[src/rtl/refsel_pkg.sv]
package refsel_pkg;

    typedef enum logic [1:0] {
        SRC_NONE = 2'd0,
        SRC_INT  = 2'd1,
        SRC_EXT  = 2'd2
    } src_e;

    typedef enum logic [1:0] {
        ST_BOOT  = 2'd0,
        ST_WAIT  = 2'd1,
        ST_APPLY = 2'd2
    } ctrl_st_e;

    // Priority of sources for a given preference
    function automatic src_e pick_src(input logic pref_ext, input logic gps_ok, input logic ext_ok);
        src_e r;
        if (pref_ext) begin
            if (ext_ok)      r = SRC_EXT;
            else if (gps_ok) r = SRC_INT;
            else             r = SRC_NONE;
        end else begin
            if (gps_ok)      r = SRC_INT;
            else if (ext_ok) r = SRC_EXT;
            else             r = SRC_NONE;
        end
        return r;
    endfunction

endpackage

[src/rtl/refsel_sync.sv]
module refsel_sync #(
    parameter int WIDTH  = 3,
    parameter int STAGES = 2
) (
    input  logic             clk,
    input  logic             rst_n,
    input  logic [WIDTH-1:0] d_i,
    output logic [WIDTH-1:0] q_o
);

    logic [STAGES-1:0][WIDTH-1:0] stage_q;

    generate
        if (STAGES < 2) begin : g_bad
            initial $error("refsel_sync needs at least two stages");
        end
    endgenerate

    always_ff @(posedge clk or negedge rst_n) begin
        if (!rst_n) begin
            stage_q <= '0;
        end else begin
            stage_q <= {stage_q[STAGES-2:0], d_i};
        end
    end

    assign q_o = stage_q[STAGES-1];

endmodule

[src/rtl/refsel_activity.sv]
module refsel_activity #(
    parameter int WINDOW = 65535
) (
    input  logic clk,
    input  logic rst_n,
    input  logic sample_i,
    output logic win_done_o,
    output logic present_o
);

    localparam int            CW   = $clog2(WINDOW);
    localparam logic [CW-1:0] LAST = CW'(WINDOW - 1);

    logic [CW-1:0] cnt_q;
    logic          prev_q;
    logic          seen_q;
    logic          done_q;
    logic          present_q;
    logic          at_last;
    logic          edge_w;

    assign at_last = (cnt_q == LAST);
    // First sample of a window only sets the reference level
    assign edge_w  = (sample_i != prev_q) && (cnt_q != '0);

    always_ff @(posedge clk or negedge rst_n) begin
        if (!rst_n) begin
            cnt_q     <= '0;
            prev_q    <= 1'b0;
            seen_q    <= 1'b0;
            done_q    <= 1'b0;
            present_q <= 1'b0;
        end else begin
            prev_q <= sample_i;
            done_q <= at_last;
            if (at_last) begin
                cnt_q     <= '0;
                seen_q    <= 1'b0;
                present_q <= seen_q | edge_w;
            end else begin
                cnt_q  <= cnt_q + CW'(1);
                seen_q <= seen_q | edge_w;
            end
        end
    end

    assign win_done_o = done_q;
    assign present_o  = present_q;

    // one window-end indication per window (WINDOW >= 2)
    p_done_single_r2: assert property (@(posedge clk) disable iff (!rst_n)
        done_q |=> !done_q);

    // presence result only moves together with a window end
    p_present_at_end_r2: assert property (@(posedge clk) disable iff (!rst_n)
        !done_q |-> $stable(present_q));

endmodule

[src/rtl/refsel_ctrl.sv]
module refsel_ctrl
    import refsel_pkg::*;
(
    input  logic clk,
    input  logic rst_n,
    input  logic pref_ext_i,
    input  logic gps_ok_i,
    input  logic win_done_i,
    input  logic ext_present_i,
    output logic led_top_o,
    output logic led_mid_o,
    output logic led_bot_o,
    output logic pps_int_o,
    output logic cfg_req_o,
    output logic cfg_ext_o
);

    ctrl_st_e state_q, state_d;
    logic     first_q;
    logic     last_sw_q;
    logic     last_ext_q;
    src_e     choice_q;
    logic     trigger;

    logic top_q, mid_q, bot_q, pps_q, req_q, tsel_q;

    assign trigger = win_done_i &&
                     (first_q || (pref_ext_i != last_sw_q) || (ext_present_i != last_ext_q));

    // next state
    always_comb begin
        state_d = state_q;
        unique case (state_q)
            ST_BOOT:  state_d = ST_WAIT;
            ST_WAIT:  state_d = trigger ? ST_APPLY : ST_WAIT;
            ST_APPLY: state_d = ST_WAIT;
            default:  state_d = ST_BOOT;
        endcase
    end

    // state register
    always_ff @(posedge clk or negedge rst_n) begin
        if (!rst_n) state_q <= ST_BOOT;
        else        state_q <= state_d;
    end

    // evaluation record
    always_ff @(posedge clk or negedge rst_n) begin
        if (!rst_n) begin
            first_q    <= 1'b1;
            last_sw_q  <= 1'b0;
            last_ext_q <= 1'b0;
            choice_q   <= SRC_NONE;
        end else if (state_q == ST_WAIT && trigger) begin
            first_q    <= 1'b0;
            last_sw_q  <= pref_ext_i;
            last_ext_q <= ext_present_i;
            choice_q   <= pick_src(pref_ext_i, gps_ok_i, ext_present_i);
        end
    end

    // outputs
    always_ff @(posedge clk or negedge rst_n) begin
        if (!rst_n) begin
            top_q  <= 1'b0;
            mid_q  <= 1'b0;
            bot_q  <= 1'b0;
            pps_q  <= 1'b1;
            req_q  <= 1'b0;
            tsel_q <= 1'b0;
        end else begin
            req_q <= 1'b0;
            unique case (state_q)
                ST_BOOT: begin
                    req_q  <= 1'b1;
                    tsel_q <= 1'b0;
                end
                ST_APPLY: begin
                    unique case (choice_q)
                        SRC_INT: begin
                            top_q  <= 1'b1; mid_q <= 1'b0; bot_q <= 1'b1;
                            pps_q  <= 1'b1;
                            req_q  <= 1'b1; tsel_q <= 1'b0;
                        end
                        SRC_EXT: begin
                            top_q  <= 1'b0; mid_q <= 1'b1; bot_q <= 1'b1;
                            pps_q  <= 1'b0;
                            req_q  <= 1'b1; tsel_q <= 1'b1;
                        end
                        default: begin
                            top_q <= 1'b0; mid_q <= 1'b0; bot_q <= 1'b0;
                        end
                    endcase
                end
                default: ;
            endcase
        end
    end

    assign led_top_o = top_q;
    assign led_mid_o = mid_q;
    assign led_bot_o = bot_q;
    assign pps_int_o = pps_q;
    assign cfg_req_o = req_q;
    assign cfg_ext_o = tsel_q;

    // request is a single-cycle pulse
    p_req_pulse_r9: assert property (@(posedge clk) disable iff (!rst_n)
        req_q |=> !req_q);

    // internal request carries the internal lamp/PPS pattern (boot request excepted for lamps)
    p_int_pattern_r5: assert property (@(posedge clk) disable iff (!rst_n)
        (req_q && !tsel_q && bot_q) |-> (top_q && !mid_q && pps_q));

    // external request carries the external lamp/PPS pattern
    p_ext_pattern_r6: assert property (@(posedge clk) disable iff (!rst_n)
        (req_q && tsel_q) |-> (!top_q && mid_q && bot_q && !pps_q));

    // PPS select moves only with a request
    p_pps_hold_r7: assert property (@(posedge clk) disable iff (!rst_n)
        !req_q |-> $stable(pps_q));

    // evaluation follows a window end
    p_apply_after_window_r8: assert property (@(posedge clk) disable iff (!rst_n)
        (state_q == ST_APPLY) |-> $past(win_done_i));

endmodule

[src/rtl/refsel_top.sv]
module refsel_top #(
    parameter int WINDOW      = 65535,
    parameter int SYNC_STAGES = 2
) (
    input  logic clk,
    input  logic rst_n,
    input  logic pref_ext_i,
    input  logic gps_ok_i,
    input  logic ext_det_i,
    output logic led_top_o,
    output logic led_mid_o,
    output logic led_bot_o,
    output logic pps_int_o,
    output logic cfg_req_o,
    output logic cfg_ext_o
);

    localparam int NIN = 3;

    logic [NIN-1:0] raw_in;
    logic [NIN-1:0] sync_in;
    logic           win_done;
    logic           ext_present;

    assign raw_in = {gps_ok_i, pref_ext_i, ext_det_i};

    refsel_sync #(.WIDTH(NIN), .STAGES(SYNC_STAGES)) u_sync (
        .clk   (clk),
        .rst_n (rst_n),
        .d_i   (raw_in),
        .q_o   (sync_in)
    );

    refsel_activity #(.WINDOW(WINDOW)) u_act (
        .clk        (clk),
        .rst_n      (rst_n),
        .sample_i   (sync_in[0]),
        .win_done_o (win_done),
        .present_o  (ext_present)
    );

    refsel_ctrl u_ctrl (
        .clk           (clk),
        .rst_n         (rst_n),
        .pref_ext_i    (sync_in[1]),
        .gps_ok_i      (sync_in[2]),
        .win_done_i    (win_done),
        .ext_present_i (ext_present),
        .led_top_o     (led_top_o),
        .led_mid_o     (led_mid_o),
        .led_bot_o     (led_bot_o),
        .pps_int_o     (pps_int_o),
        .cfg_req_o     (cfg_req_o),
        .cfg_ext_o     (cfg_ext_o)
    );

endmodule

[config.mk]
export PLATFORM = sky130hd
export DESIGN_NAME = refsel_top
export DESIGN_NICKNAME = d
export VERILOG_FILES = /design/src/rtl/refsel_pkg.sv /design/src/rtl/refsel_sync.sv /design/src/rtl/refsel_activity.sv /design/src/rtl/refsel_ctrl.sv /design/src/rtl/refsel_top.sv
export SDC_FILE = /design/constraint.sdc
export NUM_CORES = 1
export LEC_CHECK = 0
export BUFFER_PORTS_ARGS = -buffer_cell sky130_fd_sc_hd__buf_2
export CORE_ASPECT_RATIO = 1.25
export CORE_MARGIN = 2
export CORE_UTILIZATION = 40
export CTS_BUF_LIST = sky130_fd_sc_hd__clkbuf_16
export CTS_CLUSTER_DIAMETER = 120
export CTS_CLUSTER_SIZE = 24
export DETAILED_ROUTE_END_ITERATION = 12
export RECOVER_POWER = 100
export SLEW_MARGIN = 15
export SYNTH_ARGS = -nofsm -noshare
export SYNTH_HDL_FRONTEND = slang
export SYNTH_SLANG_ARGS = --single-unit
[constraint.sdc]
create_clock -name clk -period 3.5 [get_ports clk]
set_clock_uncertainty 0.05 [all_clocks]
set_input_delay 0.525 -clock clk [delete_from_list [all_inputs] [get_ports clk]]
set_output_delay 0.525 -clock clk [all_outputs]
set_load 0.005 [all_outputs]
==> flow_summary_export.csv <==
group,metric,value,unit
outcome,status,"finished, violations left",
outcome,violations,"capacitance limit, slew limit",
setup_path,crit_chain,"inv_1 -> ha_1 -> nand4_1 -> nor4_1 -> nor2_1 -> a211o_1",
setup_path,slowest_delay,0.91,ns
setup_path,crit_start,"u_act.cnt_q[0]",
cts,root_buffer,"clkbuf_16",
timing,tightest_slew,1.99,ns
yosys,yosysSeqAreaShare,56.5,%
cts,postCtsSetupRepairBufs,0,
floorplan,fp.dieW,62.9,um
timing,tns,0,ns
timing,final-hold-violation-count,0,
setup_path,reg2reg_slack,1.16,ns
floorplan,io_pins,11,
floorplan,dieArea,4870,sq um
pwr,switching_share,20.5,%
layout,syn_to_final_growth,13.2,%
cts,clk_latency,0.28,ns
layout,drive_above_1_share,14.9,%
drt,ant_nets,0,
drt,wirelength,3.04,mm
cts,clockBufferDepth,2,
drt,dr.pass1.iters,4,
global_routing,antenna_found_initial,0,
drt,avgViaCountPerCell,5.18,
timing,fmax,428,MHz
drt,drc,0,
global_routing,grt_pass1_vias,1159,
setup_path,crit_family,"simple AND/OR/NAND/NOR gates",
setup_path,cp_slowest_cell,"nor4_1",
yosys,synth_warnings,0,
cts,cts_tree,"done",
timing,rsz0062_at_grt,"false",
flow_run,drv_cap,1,
yosys,syn-num-nets,161,
global_routing,grt_max_degree,40,
setup_path,worstRegToRegCells,6,
yosys,synth_area,1730,sq um
global_routing,track_usage,14.1,%
drt,vias,1160,
setup_path,crit_buf_inv,1,
pwr,clkPwrFrac,48.1,%
floorplan,coreArea,4130,sq um
pwr,seqPwrFrac,50.5,%
setup_path,worst-path-max-fanout,8,
timing,slew_headroom,-32.9,%
timing,timing.final.crit_share,66.8,%
setup_path,crit_path_end_kind,"flip-flop",
pwr,power_leakage,0.883,nW
drt,drtIter0Drc,36,
pwr,ir_drop,300,uV
drt,wl_per_cell,13.5,um
timing,setup_viol,0,
pwr,combPwrFrac,1.4,%
yosys,synth.distinct_cells,37,
layout,n_antenna_cell,0,
layout,fill_cells,403,
setup_path,arrival,2.45,ns
cts,cts_resized,0,
global_routing,grt_overflow_total,0,
place,place_hpwl,2.16,mm
pwr,power.density_cell_area,462,nW/um^2
place,portBuffers,10,
cts,cts_hold_buf,0,
cts,cts_made_buffers,5,
layout,fin_area,1960,sq um
setup_path,crit_cells,6,
cts,cts_max_level,2,
yosys,synth_seq_cells,39,
pwr,power_report.internal_total,0.720,mW
timing,period_needed,2.34,ns
min_path,hp-class,"in2reg",
floorplan,start_util,41.9,%
timing,slew_viol_final,40,
pwr,power_switching,0.185,mW
yosys,synth_cells,151,
setup_path,critPathCapture,"u_act.cnt_q[11]",
cts,clkSlewWorstSetupHoldPaths,0.06,ns
floorplan,rows,26,
global_routing,grt_pass1_wl,5.34,mm
place,place_area,1850,sq um
setup_path,path_class,"reg2reg",
setup_path,rr_startpoint,"u_act.cnt_q[0]",
setup_path,start_kind,"flip-flop",
layout,final_nets,177,
place,gp_congestion,0.827,
setup_path,cp.required,3.62,ns
setup_path,reg2reg_to,"u_act.cnt_q[11]",
floorplan,fp.dieH,77.6,um
cts,clock_sinks,39,
yosys,synth.avg_cell_area,11.5,sq um
synthesized netlist by cell type, drive strengths merged:
| cell | instances | area share (%) |
|---|---|---|
| dfrtp | 37 | 53 |
| nor2 | 16 | 3.5 |
| inv | 9 | 2.0 |
| nand2 | 9 | 2.0 |
| xor2 | 8 | 4.0 |
| nand4 | 7 | 3.8 |
| o21ai | 7 | 2.0 |
| a21oi | 5 | 1.4 |
| ha | 5 | 3.6 |
| nor3 | 5 | 2.1 |
| xnor2 | 5 | 2.5 |
| mux2 | 4 | 2.6 |
| nand3 | 4 | 1.2 |
| nor4 | 4 | 2.3 |
| nand2b | 3 | 1.1 |
| o31ai | 3 | 1.3 |
| and2 | 2 | 0.72 |
| dfstp | 2 | 3.0 |
| mux2i | 2 | 1.2 |
| or3 | 2 | 0.72 |
| a211o | 1 | 0.51 |
| a21o | 1 | 0.43 |
| a22o | 1 | 0.51 |
| and2b | 1 | 0.43 |
| and3b | 1 | 0.51 |
| and4 | 1 | 0.58 |
| buf | 1 | 0.29 |
| nand3b | 1 | 0.43 |
| nor2b | 1 | 0.36 |
| nor4b | 1 | 0.51 |
| o22ai | 1 | 0.36 |
| or4 | 1 | 0.65 |
metal layers:
metal  up-vias  share of wire (%)  GRT usage, %
li1        557                  -             -
met1       575                 43          16.2
met2        22                 51          24.0
met3         6                4.0          4.49
met4         0                1.9          6.00
met5         -                  0             0
worst register-to-register path: cells and delay by family (launching register included):
kind,cells,cell delay [ns]
buf+inv,1,0.10
flops,1,0.42
simple gates,3,1.13
fa+ha+maj,1,0.21
compound gates,1,0.32
metrics by stage:
step	std cells	worst slack (ns)	utilization (%)	power (mW)	hold slack (ns)
floorplan	151	1.88	-	0.467	0.179
CTS	224	1.67	48.2	0.922	0.293
finish	224	1.16	47.4	0.905	0.300
global route	224	0.895	47.4	0.947	0.289
global placement	216	1.72	44.7	0.478	0.283
detailed placement	216	1.68	44.7	0.479	0.297
cell families after synthesis:
group                      share of synthesized area (%)
and+or+nand+nor                                     20.7
DFF                                                 56.5
AOI/OAI and AO/OA                                   6.58
xor gates and xnor gates                            6.58
buffers and inverters                               2.24
muxes                                               3.76
adders and majority gates                           3.61
registers in the layout, indices dropped and copies added (netlist names):
| register | cells |
|---|---|
| u_act.cnt_q | 16 |
| u_sync.q_o | 3 |
| u_sync.stage_q | 3 |
| u_ctrl.choice_q | 2 |
| u_ctrl.state_q | 2 |
| u_act.present_o | 1 |
| u_act.prev_q | 1 |
| u_act.seen_q | 1 |
| u_act.win_done_o | 1 |
| u_ctrl.cfg_ext_o | 1 |
| u_ctrl.cfg_req_o | 1 |
| u_ctrl.first_q | 1 |
| u_ctrl.last_ext_q | 1 |
| u_ctrl.last_sw_q | 1 |
| u_ctrl.led_bot_o | 1 |
| u_ctrl.led_mid_o | 1 |
| u_ctrl.led_top_o | 1 |
| u_ctrl.pps_int_o | 1 |
cell type report:
cell class,instances,area [sq um],share of cell area (%)
Clock buffer,5,125,6.39
Inverter,9,33.8,1.72
Sequential cell,39,978,49.9
Tap cell,56,70.1,3.58
Clock inverter,3,20.0,1.02
Multi-Input combinational cell,102,684,34.9
Timing Repair Buffer,10,47.5,2.43
cell usage in the layout, fill, tap and decap left out, drive strengths merged:
master    count
dfrtp        37
nor2         16
inv           9
nand2         9
xor2          8
buf           8
o21ai         7
nand4         7
clkbuf        7
a21oi         5
nor3          5
xnor2         5
ha            5
nand3         4
nor4          4
mux2          4
nand2b        3
o31ai         3
or3           2
and2          2
mux2i         2
clkinvlp      2
dfstp         2
a21o          1
nand3b        1
or4           1
and4          1
and3b         1
nor2b         1
a211o         1
and2b         1
nor4b         1
o22ai         1
a22o          1
clkinv        1
worst min-delay path by stage:
| stage | startpoint | end | slack (ns) | cells past startpoint |
|---|---|---|---|---|
| 3_5_place_dp | u_sync.stage_q[2] | u_sync.q_o[2] | 0.30 | 0 |
| 2_1_floorplan | rst_n | u_act.cnt_q[0] | 0.18 | 0 |
| 5_1_grt | gps_ok_i | u_sync.stage_q[2] | 0.29 | 1 |
| 4_1_cts | ext_det_i | u_sync.stage_q[0] | 0.29 | 1 |
| 3_3_place_gp | u_sync.stage_q[1] | u_sync.q_o[1] | 0.28 | 0 |
| 6_report | ext_det_i | u_sync.stage_q[0] | 0.30 | 1 |
power groups by stage:
stage               Sequential [mW]  Combinational [mW]  Clock [mW]
finish                        0.457              0.0124       0.435
global route                  0.457              0.0153       0.474
CTS                           0.457              0.0139       0.451
detailed placement            0.465              0.0136           0
global placement              0.465              0.0130           0
floorplan                     0.465             0.00203           0
No activity file was read; power rests on OpenSTA's default activity.
